$ cat src/rtl/lcd_blink_pkg.sv
package lcd_blink_pkg;
  localparam int DOTS = 5;
  typedef logic [DOTS-1:0] dots_t;
  localparam dots_t ALL_ON  = '1;
  localparam dots_t ALL_OFF = '0;
endpackage

$ cat src/rtl/blink_phase_gen.sv
module blink_phase_gen #(
  parameter int DIV = 104448
) (
  input  logic clk,
  input  logic rst,
  input  logic osc_en,
  input  logic disp_on,
  output logic phase_o
);
  localparam int CW = (DIV > 2) ? $clog2(DIV) : 1;
  localparam logic [CW-1:0] LAST = CW'(DIV - 1);

  logic [CW-1:0] cnt;
  logic          tick;

  assign tick = osc_en && disp_on;

  always_ff @(posedge clk) begin
    if (rst) begin
      cnt     <= '0;
      phase_o <= 1'b0;
    end else if (tick) begin
      if (cnt == LAST) begin
        cnt     <= '0;
        phase_o <= ~phase_o;
      end else begin
        cnt <= cnt + 1'b1;
      end
    end
  end

  a_r2_hold_when_idle: assert property (@(posedge clk) disable iff (rst)
    !(osc_en && disp_on) |=> $stable(phase_o));
  a_r1_no_early_flip: assert property (@(posedge clk) disable iff (rst)
    (tick && cnt != LAST) |=> $stable(phase_o));
  a_r1_flip_at_wrap: assert property (@(posedge clk) disable iff (rst)
    (tick && cnt == LAST) |=> (phase_o != $past(phase_o)));
  a_r1_count_bound: assert property (@(posedge clk) disable iff (rst)
    cnt <= LAST);
endmodule

$ cat src/rtl/cursor_overlay.sv
module cursor_overlay
  import lcd_blink_pkg::*;
(
  input  dots_t glyph,
  input  logic  hit,
  input  logic  ul_en,
  input  logic  blk_en,
  input  logic  ul_row,
  input  logic  phase,
  output dots_t dots
);
  logic block_on;
  logic line_on;

  assign block_on = hit && blk_en && phase;
  assign line_on  = hit && ul_en && ul_row;

  always_comb begin
    dots = glyph;
    if (block_on || line_on) dots = ALL_ON;
  end
endmodule

$ cat src/rtl/icon_select.sv
module icon_select
  import lcd_blink_pkg::*;
(
  input  dots_t even_src,
  input  dots_t odd_src,
  input  logic  blink_en,
  input  logic  phase,
  output dots_t dots
);
  assign dots = (blink_en && phase) ? odd_src : even_src;
endmodule

$ cat src/rtl/lcd_blink_compositor.sv
module lcd_blink_compositor
  import lcd_blink_pkg::*;
#(
  parameter int DIV    = 104448,
  parameter int ADDR_W = 7,
  parameter int ROW_W  = 3
) (
  input  logic              clk,
  input  logic              rst,
  input  logic              osc_en,
  input  logic              disp_on,
  input  logic              curs_ul_en,
  input  logic              curs_blk_en,
  input  logic              icon_only,
  input  logic              icon_blk_en,
  input  logic [ADDR_W-1:0] cur_addr,
  input  logic              cur_cg,
  input  logic [ADDR_W-1:0] cell_addr,
  input  logic [ROW_W-1:0]  dot_row,
  input  logic              row_is_icon,
  input  logic [DOTS-1:0]   glyph_row,
  input  logic [DOTS-1:0]   icon_even_row,
  input  logic [DOTS-1:0]   icon_odd_row,
  output logic [DOTS-1:0]   dot_out
);
  localparam logic [ROW_W-1:0] UL_ROW = '1;

  logic  phase;
  logic  hit;
  dots_t chr_dots;
  dots_t ico_dots;
  dots_t next_dots;

  blink_phase_gen #(.DIV(DIV)) u_phase (
    .clk    (clk),
    .rst    (rst),
    .osc_en (osc_en),
    .disp_on(disp_on),
    .phase_o(phase)
  );

  assign hit = !cur_cg && (cell_addr == cur_addr);

  cursor_overlay u_curs (
    .glyph (glyph_row),
    .hit   (hit),
    .ul_en (curs_ul_en),
    .blk_en(curs_blk_en),
    .ul_row(dot_row == UL_ROW),
    .phase (phase),
    .dots  (chr_dots)
  );

  icon_select u_icon (
    .even_src(icon_even_row),
    .odd_src (icon_odd_row),
    .blink_en(icon_blk_en),
    .phase   (phase),
    .dots    (ico_dots)
  );

  always_comb begin
    if (!disp_on)         next_dots = ALL_OFF;
    else if (row_is_icon) next_dots = ico_dots;
    else if (icon_only)   next_dots = ALL_OFF;
    else                  next_dots = chr_dots;
  end

  always_ff @(posedge clk) begin
    if (rst) dot_out <= ALL_OFF;
    else     dot_out <= next_dots;
  end

  a_r4_dark_when_off: assert property (@(posedge clk) disable iff (rst)
    !disp_on |=> dot_out == '0);
  a_r7_cg_passes_glyph: assert property (@(posedge clk) disable iff (rst)
    (disp_on && cur_cg && !row_is_icon && !icon_only) |=> dot_out == $past(glyph_row));
  a_r9_steady_icon: assert property (@(posedge clk) disable iff (rst)
    (disp_on && row_is_icon && !icon_blk_en) |=> dot_out == $past(icon_even_row));
  a_r11_icon_only_blank: assert property (@(posedge clk) disable iff (rst)
    (disp_on && icon_only && !row_is_icon) |=> dot_out == '0);
  a_r8_miss_passes_glyph: assert property (@(posedge clk) disable iff (rst)
    (disp_on && !icon_only && !row_is_icon && cell_addr != cur_addr) |=> dot_out == $past(glyph_row));
endmodule

$ cat config.mk
export PLATFORM = sky130hd
export DESIGN_NAME = lcd_blink_compositor
export DESIGN_NICKNAME = d
export VERILOG_FILES = /design/src/rtl/lcd_blink_pkg.sv /design/src/rtl/blink_phase_gen.sv /design/src/rtl/cursor_overlay.sv /design/src/rtl/icon_select.sv /design/src/rtl/lcd_blink_compositor.sv
export SDC_FILE = /design/constraint.sdc
export NUM_CORES = 1
export LEC_CHECK = 0
export CAP_MARGIN = 20
export CORE_MARGIN = 1.5
export CORE_UTILIZATION = 50
export DETAILED_ROUTE_END_ITERATION = 16
export DONT_BUFFER_PORTS = 1
export GPL_TIMING_DRIVEN = 0
export PLACE_DENSITY_LB_ADDON = 0.25
export SYNTH_ARGS = -nofsm -noshare
export SYNTH_HDL_FRONTEND = slang
export SYNTH_SLANG_ARGS = --single-unit
$ cat constraint.sdc
create_clock -name clk -period 4.35 [get_ports clk]
set_input_delay 0.87 -clock clk [delete_from_list [all_inputs] [get_ports clk]]
set_output_delay 0.87 -clock clk [all_outputs]
set_load 0.02 [all_outputs]
==> results.txt, run 1 <==
The run finished with clean final reports. After global routing the overflow that remains totals 0. The count of cells resized by post-cts repair is 0. The launch point of the worst path is u_phase.cnt[0]$_SDFFE_PP0P_. The number of top-level design ports is 47. Net switching is 22.1% of the power. The final standard cell count with taps included and fillers excluded came out at 166. The final sum of negative setup slack came out at 0 ns.

STA classifies the critical path endpoint as a flip-flop. Entering global routing, the biggest net connects 13 pins. Synthesis produced a netlist with a net count of 177. The floorplan step defined a core boundary enclosing 0.00225 sq mm. The combinational fraction of design power came out at 5.0%. CTS placed an instance of clkbuf_4 at the clock tree root. The largest fanout on the critical path came out at 10. The first routing iteration left 10 violations. The total DRC errors in the routed layout is 0. The global routing met2 resource utilization came out at 30.0%.

By area the synthesized netlist is led by dfxtp_1, xor2_1, xnor2_1, nor2_1, mux2i_1. At the end of the flow, the number of nets in the layout was 182. The largest total area in the synthesized netlist belongs to dfxtp_1. The latest clock arrival within the worst-skew pair came out at 0.31 ns. The number of clock buffers inserted by TritonCTS came out at 3. For this run, the number of Yosys warnings is 0.

The startpoint identified for the worst register-to-register timing path is u_phase.cnt[0]$_SDFFE_PP0P_. The final cycle utilization of the critical path is 38.4%. The die width came out at 52.4 um. In this run the most critical hold path is launched from u_phase.cnt[16]$_SDFFE_PP0P_.

The worst clock skew on the final layout came out at 0.00766 ns. Summing every instance area after synthesis gives 0.00122 sq mm. Global routing consumed, on the met1 layer, 23.4% of the routing resources.

The internal power of the cells totals 258 uW. The routability congestion estimate is 0.808. The core occupancy in the finished layout is 56.8%. The buffer levels on the longest clock path is 2. The signed area change from the synthesized netlist to the final layout came out at 5.03%. Once detail routing completed, the nets flagged for antenna violations numbered 0. The slew at the pin closest to its max-slew limit is 0.479 ns. The number of distinct standard cells referenced by the synthesized netlist is 33. The power density over the cells came out at 259 mW/mm^2. The final max-slew violation count is 0.

In this run the biggest area consumer among cell types represents 37.8% of the synthesized area. The global routing stage identified its most utilized layer as met2. In the synthesized netlist, the number of instances is 134.

The share of layout cells above drive strength 1 came out at 10.1%. The number of vias after detailed routing came out at 945. The clock network fraction of total power is 29.2%. In the layout the commonest cells are dfxtp_1, nor2_1, xor2_1, nand2_1. The site row count came out at 17. Including well taps, the total number of placed cells is 162. STA classifies the critical path startpoint as a flip-flop. The part of the power in registers is 65.8%. The buffer count from post-CTS setup fixing came out at 0. The worst hold path belongs to the class reg2reg.

The first detailed-routing pass ran for 4 iterations. The number of violations of the max-capacitance limit is 0. CTS built an H-tree with a depth of 1. The clock transition at the registers of the reported paths came out at 0.12 ns. Summed over all nets, the half-perimeter wirelength after detailed placement is 1900 um.

The total count of hold-check failures in the final report was 0. Setup violations remaining at the end of the flow were counted as 0. Using the TritonRoute via totals, the vias-per-cell ratio works out to 5.69. Setup repair after global routing left no endpoint under its margin. The number of flip-flops and latches in the synthesized netlist came out at 23. The static leakage came out at 0.000477 uW. The arrival time reported for the critical path endpoint is 1.88 ns. The most frequent standard cell in the layout excluding fill and tap cells is dfxtp_1.

The number of antenna violations at the first check in global routing was 0. The first global-routing pass estimated 3730 um of wire. The sink count of the clock tree came out at 23. The aggregate routed wire length is 2350 um.

The per-cell routed wire length came out at 14.2 um. The via count of the first global-routing pass is 862. The number of diodes added for antenna fixing came out at 0. The kind of critical path is reg2reg. TritonCTS built the clock tree. The worst max-slew margin expressed relative to the limit is 68.0%. The switching component of the power came out at 73.2 uW. The post-synthesis area per instance is 9.09 sq um.

After synthesis, flip-flops and latches occupy 37.8% of the total area. From bottom edge to top edge, the die measures 52.4 um. In the global route stage, overall resource usage came out at 18.4%. Timing would allow up to 599 MHz. The number of hold buffers added after CTS was 0. The count of buffers from port buffering is 0. Subtracting the final worst setup slack from the clock period gives 1.67 ns. The floorplan step defined a die boundary enclosing 0.00274 sq mm. In the global route stage, met3 resource usage came out at 6.00%. The post-layout worst setup margin is 2.68 ns. The required time reported for the critical path endpoint came out at 4.56 ns. The worst setup slack after placement came out at 2.36 ns. The total power is 331 uW.

The initial standard-cell utilization of the core is 54.1%. VDD sags by at most 0.180 mV.
==> layer usage <==
metal  wire length, um  vias up
li1                  -      491
met1              1030      434
met2              1230       16
met3                77        4
met4                13        0
met5                 0        -
==> cell usage after synthesis <==
cell type	number
buf_2	1
xor2_1	13
and3_2	1
nand4_1	8
a21oi_1	4
and4_1	3
o211ai_1	5
a211oi_1	1
and4bb_2	1
nand2_1	13
o21ai_1	1
ha_1	1
nor2b_1	1
mux2i_1	5
nand3_1	7
dfxtp_1	23
o21bai_2	1
and3_1	1
nand3b_1	1
o21ai_0	2
nor4_1	4
xnor2_1	8
buf_4	1
nor4b_1	1
inv_1	1
or4_1	1
and2_2	2
buf_6	1
nor4b_2	1
or3_1	2
nand4_4	2
nor2_1	16
nand2b_1	1
==> state kept, by name, summed over array words and instances, names as in the netlist <==
| register | count |
|---|---|
| u_phase.cnt | 17 |
| dot_out | 5 |
| u_phase.phase_o | 1 |
==> kinds of logic (layout without fill, tap and decap cells) <==
kind of cell	count (synthesis)	after routing	share of synthesized area [%]
and+or+nand+nor	66	66	32.2
DFF	23	23	37.8
xor gates and xnor gates	21	21	15.1
AOI/OAI and AO/OA	14	14	7.50
muxes	5	5	4.11
buffers and inverters	4	8	2.26
adders and majority gates	1	1	1.03
==> worst paths after layout <==
| path | to | slack [ns] | cells after the start |
|---|---|---|---|
| hold / removal | u_phase.cnt[16]$_SDFFE_PP0P_ | 0.49 | 2 |
| setup reg to reg | u_phase.cnt[7]$_SDFFE_PP0P_ | 2.68 | 7 |
| hold reg to reg | u_phase.cnt[16]$_SDFFE_PP0P_ | 0.49 | 2 |
| setup / recovery | u_phase.cnt[7]$_SDFFE_PP0P_ | 2.68 | 7 |
==> area by class of cell <==
cell class	count	area [sq um]
fillers	236	975
plain buffers	3	23.8
inverters	1	3.75
flip-flops and latches	23	460
clock buffers	4	26.3
well taps	28	35.0
multi-input cells	107	731
==> critical path: stages, from the launching register on <==
cell and delay (ns):
dfxtp_1 0.40, ha_1 0.17, and3_1 0.14, buf_4 0.15
nand4_4 0.11, o21bai_2 0.25, buf_2 0.27, nor2_1 0.08
==> power groups by stage <==
stage               combinational, uW  sequential [uW]  clock [uW]
global placement                 15.7              223           0
floorplan                        13.9              222           0
detailed placement               16.4              223           0
CTS                              16.5              218         102
global route                     18.2              219         109
finish                           16.4              218        96.7
==> per-stage QoR <==
step                      hold slack (ns)  cell area (sq um)
after global placement              0.468               1250
after floorplan                     0.450               1220
after global routing                0.541               1280
final                               0.488               1280
after detailed placement            0.475               1250
after CTS                           0.494               1280
(Power assumes the default switching activity.)
==> run 2, diff against run 1 <==
clock period = 1.5 ns   (was 4.35 ns; I/O delays follow)
==> results.txt, run 2 (synthesis gave the netlist of run 1 again) <==
The number of violations of the max-capacitance limit is 0. The post-layout worst setup margin came out at 0.0335 ns. The count of routing violations after the opening detailed-route iteration came out at 12.

The worst max-slew margin expressed relative to the limit is 67.6%. Once placement completed, the tool counted placed cells totaling 162. The worst register-to-register path begins at u_phase.cnt[1]$_SDFFE_PP0P_. Counting flops per register, the top entry is u_phase.cnt. The register with the most flip-flops in the layout has 17 of them. Across the VDD grid, the largest voltage drop is 0.528 mV.

The total iterations of the first detailed-routing run is 4. The worst flop-to-flop path endpoint is u_phase.phase_o$_SDFFE_PP0P_. Counting instances, the worst hold path has a depth of 1. The clock transition at the registers of the reported paths is 0.12 ns.

The kind of critical path is reg2reg. The site row count is 17. The signal on the critical path passes through ha_4, and3_4, buf_6, nand4_4, or3_4, a21oi_2.

The static leakage came out at 0.000507 uW. The routability congestion estimate is 0.808. The power density over the cells came out at 713 mW/mm^2. Per report_power, the clock group accounts for 29.0% of the total.

The aggregate routed wire length is 2450 um. Setup repair after global routing could not meet its margin everywhere. The number of antenna violations at the first check in global routing came out at 0. The sink count of the clock tree came out at 23. The worst clock skew on the final layout is 0.00715 ns.

STA classifies the critical path startpoint as a flip-flop. For this design the top-level I/O count stands at 47. The number of clock buffers inserted by TritonCTS is 3. The clock period could shrink to 1.47 ns. Dividing the final minimum period by the clock period gives 97.8%. The final max-slew violation count came to 0.

The area of the die is 0.00274 sq mm. The total grt overflow came out at 0. The count of buffering cells on the critical path with inverters included came out at 1. The part of the power in registers is 64.8%. The required time reported for the critical path endpoint came out at 1.76 ns. The total global-route track usage came out at 18.5%. The arrival time reported for the critical path endpoint came out at 1.73 ns.

The total DRC errors in the routed layout is 0. The maximum number of pins on one net before global-route repair is 13. The maximum achievable frequency came out at 682 MHz. The largest single stage delay on the critical path is 0.41 ns. The final standard cell count with taps included and fillers excluded is 171. The count of buffers added on input and output ports is 0. The cell depth of the worst flop-to-flop path is 6. The buffer levels on the longest clock path came out at 2. The endpoint with the worst hold slack is u_phase.phase_o$_SDFFE_PP0P_. The later pin in the worst-skew pair is clocked with a latency of 0.31 ns. The library cell used most frequently in the layout, excluding fill and tap cells, is dfxtp_1. The critical path's top delay family is simple AND/OR/NAND/NOR gates. The combinational fraction of design power is 6.2%.

The tree is rooted in a clkbuf_4. The number of endpoints failing setup at the final stage is 0. The slew at the pin closest to its max-slew limit is 0.485 ns. The share of layout cells above drive strength 1 came out at 20.3%. The HPWL after detailed placement is 1900 um. The die width is 52.4 um. The clock tree from TritonCTS is done.

Internal power comes to 758 uW. The via count of the first global-routing pass came out at 879. The worst hold margin came out at 0.0281 ns. After detailed routing, the number of vias per cell comes to 5.65. Power comes to 977 uW.

The signed area change from the synthesized netlist to the final layout is 12.4%. The wire length of the first global-routing pass is 3760 um. The total count of hold-check failures in the final report came to 0.

The region available for standard cell placement spans 0.00225 sq mm. The number of antenna diodes in the final layout is 0. Once the floorplan was initialized, standard cells occupied 54.1% of the core.

Hold repair after CTS inserted 0 buffers. In the final layout, the registers with the most flip-flops are u_phase.cnt: 17 flops, dot_out: 5 flops, u_phase.phase_o: 1 flops. The run finished with clean final reports. Cells fill 60.8% of the core in the end. After detailed routing, the average wire length per cell comes to 14.4 um. The switching share of power is 22.4%.

The worst hold path belongs to the class in2reg. The post-route antenna net violation count came out at 0. Leaving out fill and tap cells, the most frequent cells in the layout are dfxtp_1, nor2_1, xor2_1, nand2_1. Along the worst path, the maximum fanout reaches 5. On the critical path, the stage with the largest delay is an instance of or3_4. The die is 52.4 um tall.

The switching component of the power came out at 219 uW. The number of vias after detailed routing came out at 966. The slack of the worst reg-to-reg path is 0.03 ns. The post-layout net count is 187. In this run the most critical hold path is launched from rst. STA classifies the critical path endpoint as a flip-flop. The worst setup slack after placement came out at -0.155 ns. The H-tree level count came out at 1.
## run 2: cell types whose count changed in the layout (fill, tap and decap cells not counted), sizes merged
cell	change
buf	+5
## run 2: timing repair
action / 4_1_cts / 5_1_grt
cloned: 0 / 0
hold endpoints to repair: 0 / 0
buffers inserted: 1 / 4
pin swaps: 0 / 2
endpoints found under the setup margin: 12 / 14
gates resized for setup: 5 / 11
## run 2: per-stage QoR
step	setup TNS [ns]	cell area, sq um
6_report	0	1370
3_5_place_dp	-1.54	1250
5_1_grt	-0.0575	1370
3_3_place_gp	-1.42	1250
4_1_cts	0	1300
2_1_floorplan	0	1220
## run 2: layout make-up
type / count / area, sq um
Fill cell: 221 / 885
Multi-Input combinational cell: 107 / 767
Sequential cell: 23 / 467
Timing Repair Buffer: 5 / 37.5
Tap cell: 28 / 35.0
Buffer: 3 / 33.8
Clock buffer: 4 / 26.3
Inverter: 1 / 3.75
## run 2: per-layer routing
| metal | track usage, % | routed length (um) | vias up |
|---|---|---|---|
| met3 | 6.00 | 81 | 2 |
| met2 | 30.6 | 1320 | 14 |
| met1 | 23.2 | 1040 | 449 |
| met5 | 0 | 0 | - |
| met4 | 4.27 | 11 | 0 |
| li1 | - | - | 501 |
## run 2: how the worst max path moves through the flow
stage	cells after the start	slack, ns	to	from
finish	6	0.03	u_phase.phase_o$_SDFFE_PP0P_	u_phase.cnt[1]$_SDFFE_PP0P_
global route	6	-0.03	u_phase.cnt[16]$_SDFFE_PP0P_	u_phase.cnt[1]$_SDFFE_PP0P_
CTS	6	0.001	u_phase.cnt[16]$_SDFFE_PP0P_	u_phase.cnt[1]$_SDFFE_PP0P_
detailed placement	7	-0.15	u_phase.cnt[11]$_SDFFE_PP0P_	u_phase.cnt[0]$_SDFFE_PP0P_
global placement	7	-0.15	u_phase.cnt[11]$_SDFFE_PP0P_	u_phase.cnt[0]$_SDFFE_PP0P_
floorplan	6	0.06	u_phase.cnt[16]$_SDFFE_PP0P_	u_phase.cnt[0]$_SDFFE_PP0P_
## run 2: power by group through the flow
stage / Clock (uW) / Sequential [uW] / Combinational, uW
after floorplan: 0 / 645 / 40.4
after global placement: 0 / 646 / 45.6
after global routing: 316 / 635 / 67.5
after detailed placement: 0 / 646 / 47.7
final: 283 / 633 / 60.4
after CTS: 296 / 632 / 55.8
==> run 3, diff against run 2 <==
ABC_AREA = 1   (was not set)
SKIP_LAST_GASP = 1   (was not set)
==> results.txt, run 3 <==
The flow ran to the end, and the final reports show no timing, DRC or antenna violations. Clock tree synthesis found a total of 23 sinks. The total global-route track usage came out at 19.2%. The wire length of the first global-routing pass came out at 4800 um.

Setup violations remaining at the end of the flow were counted as 0. The largest registers in the layout are u_phase.cnt: 17 flops, dot_out: 5 flops, u_phase.phase_o: 1 flops. The post-detailed-placement half-perimeter wirelength came out at 2250 um. Setup repair after global routing could not meet its margin everywhere. STA classifies the critical path endpoint as a flip-flop. The post-layout net count came out at 260. The area of the die is 0.00306 sq mm.

The static leakage is 0.000625 uW. The post-route antenna net violation count came out at 0. The register with the most flip-flops in the final layout is u_phase.cnt. The post-synthesis area per instance is 6.54 sq um. The aggregate routed wire length is 2760 um. The most heavily used metal layer in global routing is met2. The clock transition at the registers of the reported paths is 0.11 ns.

At the end of routability-driven placement, the weighted congestion stood at 0.837. Global routing used 33.5% of the available met2 tracks. The worst hold path belongs to the class in2reg. The worst hold path depth is 1.

In the synthesized netlist the async set-or-reset flop fraction comes to 0%. The worst hold path terminates at u_phase.cnt[8]$_SDFFE_PP0P_. In the final routed layout, each cell accounts on average for 11.2 um.

The flip-flop count of the largest register after layout is 17. By area the synthesized netlist is led by dfxtp_1, nand2_1, nor2_1, inv_1, nor2_2. The cell sitting at the root of the clock tree is a clkbuf_4. The slew at the pin closest to its max-slew limit came out at 0.292 ns.

The buffer levels on the longest clock path came out at 2. The slowest cell on the critical path is dfxtp_4. The largest area contributor in the synthesized netlist is dfxtp_1. The commonest cells after synthesis are nand2_1, nor2_1, inv_1, dfxtp_1, nor2_2. The number of violations of the max-capacitance limit came out at 0. The share of layout cells above drive strength 1 is 15.3%. For this run, the slowest stage of the critical path takes 0.38 ns. In the routed design, unresolved DRC markers number 0.

The die height is 55.3 um. The arrival time reported for the critical path endpoint is 1.59 ns. The worst register-to-register path begins at u_phase.cnt[0]$_SDFFE_PP0P_.

The maximum achievable frequency came out at 721 MHz. In this run the most critical hold path is launched from rst. Traced cell by cell, the critical path runs through ha_4, nand2_1, nor2_1, nand3_1, inv_1, nand3_2, nand2_4, buf_12, nor3_1. Setup slack on the worst reg-to-reg path comes out at 0.11 ns. The number of distinct standard cells referenced by the synthesized netlist came out at 26. In this run the biggest area consumer among cell types represents 33.7% of the synthesized area. After layout, the worst path uses 92.4% of the clock period. The worst flop-to-flop path endpoint is u_phase.cnt[1]$_SDFFE_PP0P_. Overall power consumption after layout is estimated at 1000 uW.

The number of synthesized flops with an enable pin came out at 0. After routing the design area is 0.00149 sq mm. The number of vias after detailed routing is 1260. Leaving out fill and tap cells, the most frequent cell in the layout is nand2_1. The element type at the critical path start is a flip-flop.

The worst hold margin is 0.0460 ns. The final max-slew violation count came out at 0. Entering global routing, the biggest net connects 13 pins. The count of routing violations after the opening detailed-route iteration is 49.

The kind of critical path is reg2reg. Relative to the synthesized area, the layout overhead comes to 9.25%. The total iterations of the first detailed-routing run is 4.

The via count of the first global-routing pass is 1217. In the synthesized netlist the dominant register cell turns out to be dfxtp_1. The number of clock buffers added by TritonCTS is 3.

Across the VDD grid, the largest voltage drop is 0.697 mV. The site row count came out at 18. The number of antenna violations at the first check in global routing is 0. The die width came out at 55.3 um. The total placed instance area is 0.00140 sq mm. The largest fanout on the critical path came out at 7. The required time reported for the critical path endpoint came out at 1.71 ns. The clock period minus final worst setup slack came out at 1.39 ns. The number of flip-flops and latches in the synthesized netlist came out at 23. The hold buffer count at cts is 0. The total grt overflow is 0.

In the layout the commonest cells are nand2_1, nor2_1, inv_1. The warning count from the yosys run came out at 0. For this configuration, the core starts out at a cell density of 54.2%.

The most numerous cell in the Yosys netlist is nand2_1. TritonCTS built the clock tree. The critical path's top delay family is simple AND/OR/NAND/NOR gates. The H-tree level count came out at 1. The met1 routing resource usage after global routing came out at 22.3%. 0 antenna diodes ended up in the layout. The share of synthesized area occupied by flip-flops and latches is 33.7%. The final sum of negative setup slack is 0 ns. The cell depth of the worst flop-to-flop path is 9. The number of top-level design ports is 47. The met3 track demand over resource is 3.51%. Headroom to the max-slew limit came out at 80.4%. The latest clock arrival within the worst-skew pair came out at 0.30 ns. The total count of hold-check failures in the final report is 0. The count of buffers from port buffering came out at 0. The worst clock skew on the final layout came out at 0.00316 ns. The core region is 0.00252 sq mm. In this run the power density over the cells is 672 mW/mm^2. The count of buffering cells on the critical path with inverters included came out at 2. After technology mapping, the gate count stands at 209.

The total standard cell area after synthesis came out at 0.00137 sq mm. The number of nets in the synthesized netlist came out at 252. The average vias per placed instance came out at 5.12.
## run 3: cell type report
type | instances | area [sq um]
fillers | 243 | 1030
repair buffers | 3 | 35.0
clock buffers | 4 | 26.3
flip-flops and latches | 23 | 465
multi-input cells | 154 | 805
well taps | 30 | 37.5
inverters | 32 | 124
## run 3: logic make-up (layout without fill, tap and decap cells)
group           count (synthesis)  in the layout  synth area share [%]
buf+inv                        32             39                  9.07
simple gates                  120            120                  40.1
compound gates                 27             27                  12.4
xor+xnor                        6              6                  3.85
flops                          23             23                  33.7
fa+ha+maj                       1              1                 0.916
## run 3: repair_timing
item	4_1_cts	5_1_grt
buffers inserted	0	3
resized for setup	0	7
endpoints found under the setup margin	0	12
## run 3: power by group
group	switching [uW]	total [uW]	internal (uW)
logic	51.7	96.2	44.6
clock network	169	273	104
registers	13.5	634	620
total	234	1000	769
## run 3: routing by layer
| metal | vias to the layer above | routed length, um | part of all wire [%] |
|---|---|---|---|
| li1 | 666 | - | - |
| met1 | 559 | 1210 | 44 |
| met2 | 28 | 1400 | 51 |
| met3 | 7 | 102 | 3.7 |
| met4 | 0 | 43 | 1.6 |
| met5 | - | 0 | 0 |
## run 3: stage by stage
step | utilization [%] | cells | worst slack (ns)
floorplan | - | 209 | 0.203
global placement | 55.7 | 239 | 0.0505
detailed placement | 55.7 | 239 | 0.0267
CTS | 56.7 | 243 | 0.00105
global route | 59.2 | 246 | -0.00328
finish | 59.2 | 246 | 0.114
## run 3: worst max-delay path by stage
stage	cells past startpoint	endpoint	slack (ns)	start
5_1_grt	8	u_phase.cnt[14]$_SDFFE_PP0P_	-0.003	u_phase.cnt[0]$_SDFFE_PP0P_
3_5_place_dp	10	u_phase.cnt[15]$_SDFFE_PP0P_	0.03	u_phase.cnt[0]$_SDFFE_PP0P_
3_3_place_gp	10	u_phase.cnt[15]$_SDFFE_PP0P_	0.05	u_phase.cnt[0]$_SDFFE_PP0P_
2_1_floorplan	8	u_phase.cnt[14]$_SDFFE_PP0P_	0.20	u_phase.cnt[0]$_SDFFE_PP0P_
4_1_cts	10	u_phase.cnt[15]$_SDFFE_PP0P_	0.001	u_phase.cnt[0]$_SDFFE_PP0P_
6_report	9	u_phase.cnt[1]$_SDFFE_PP0P_	0.11	u_phase.cnt[0]$_SDFFE_PP0P_
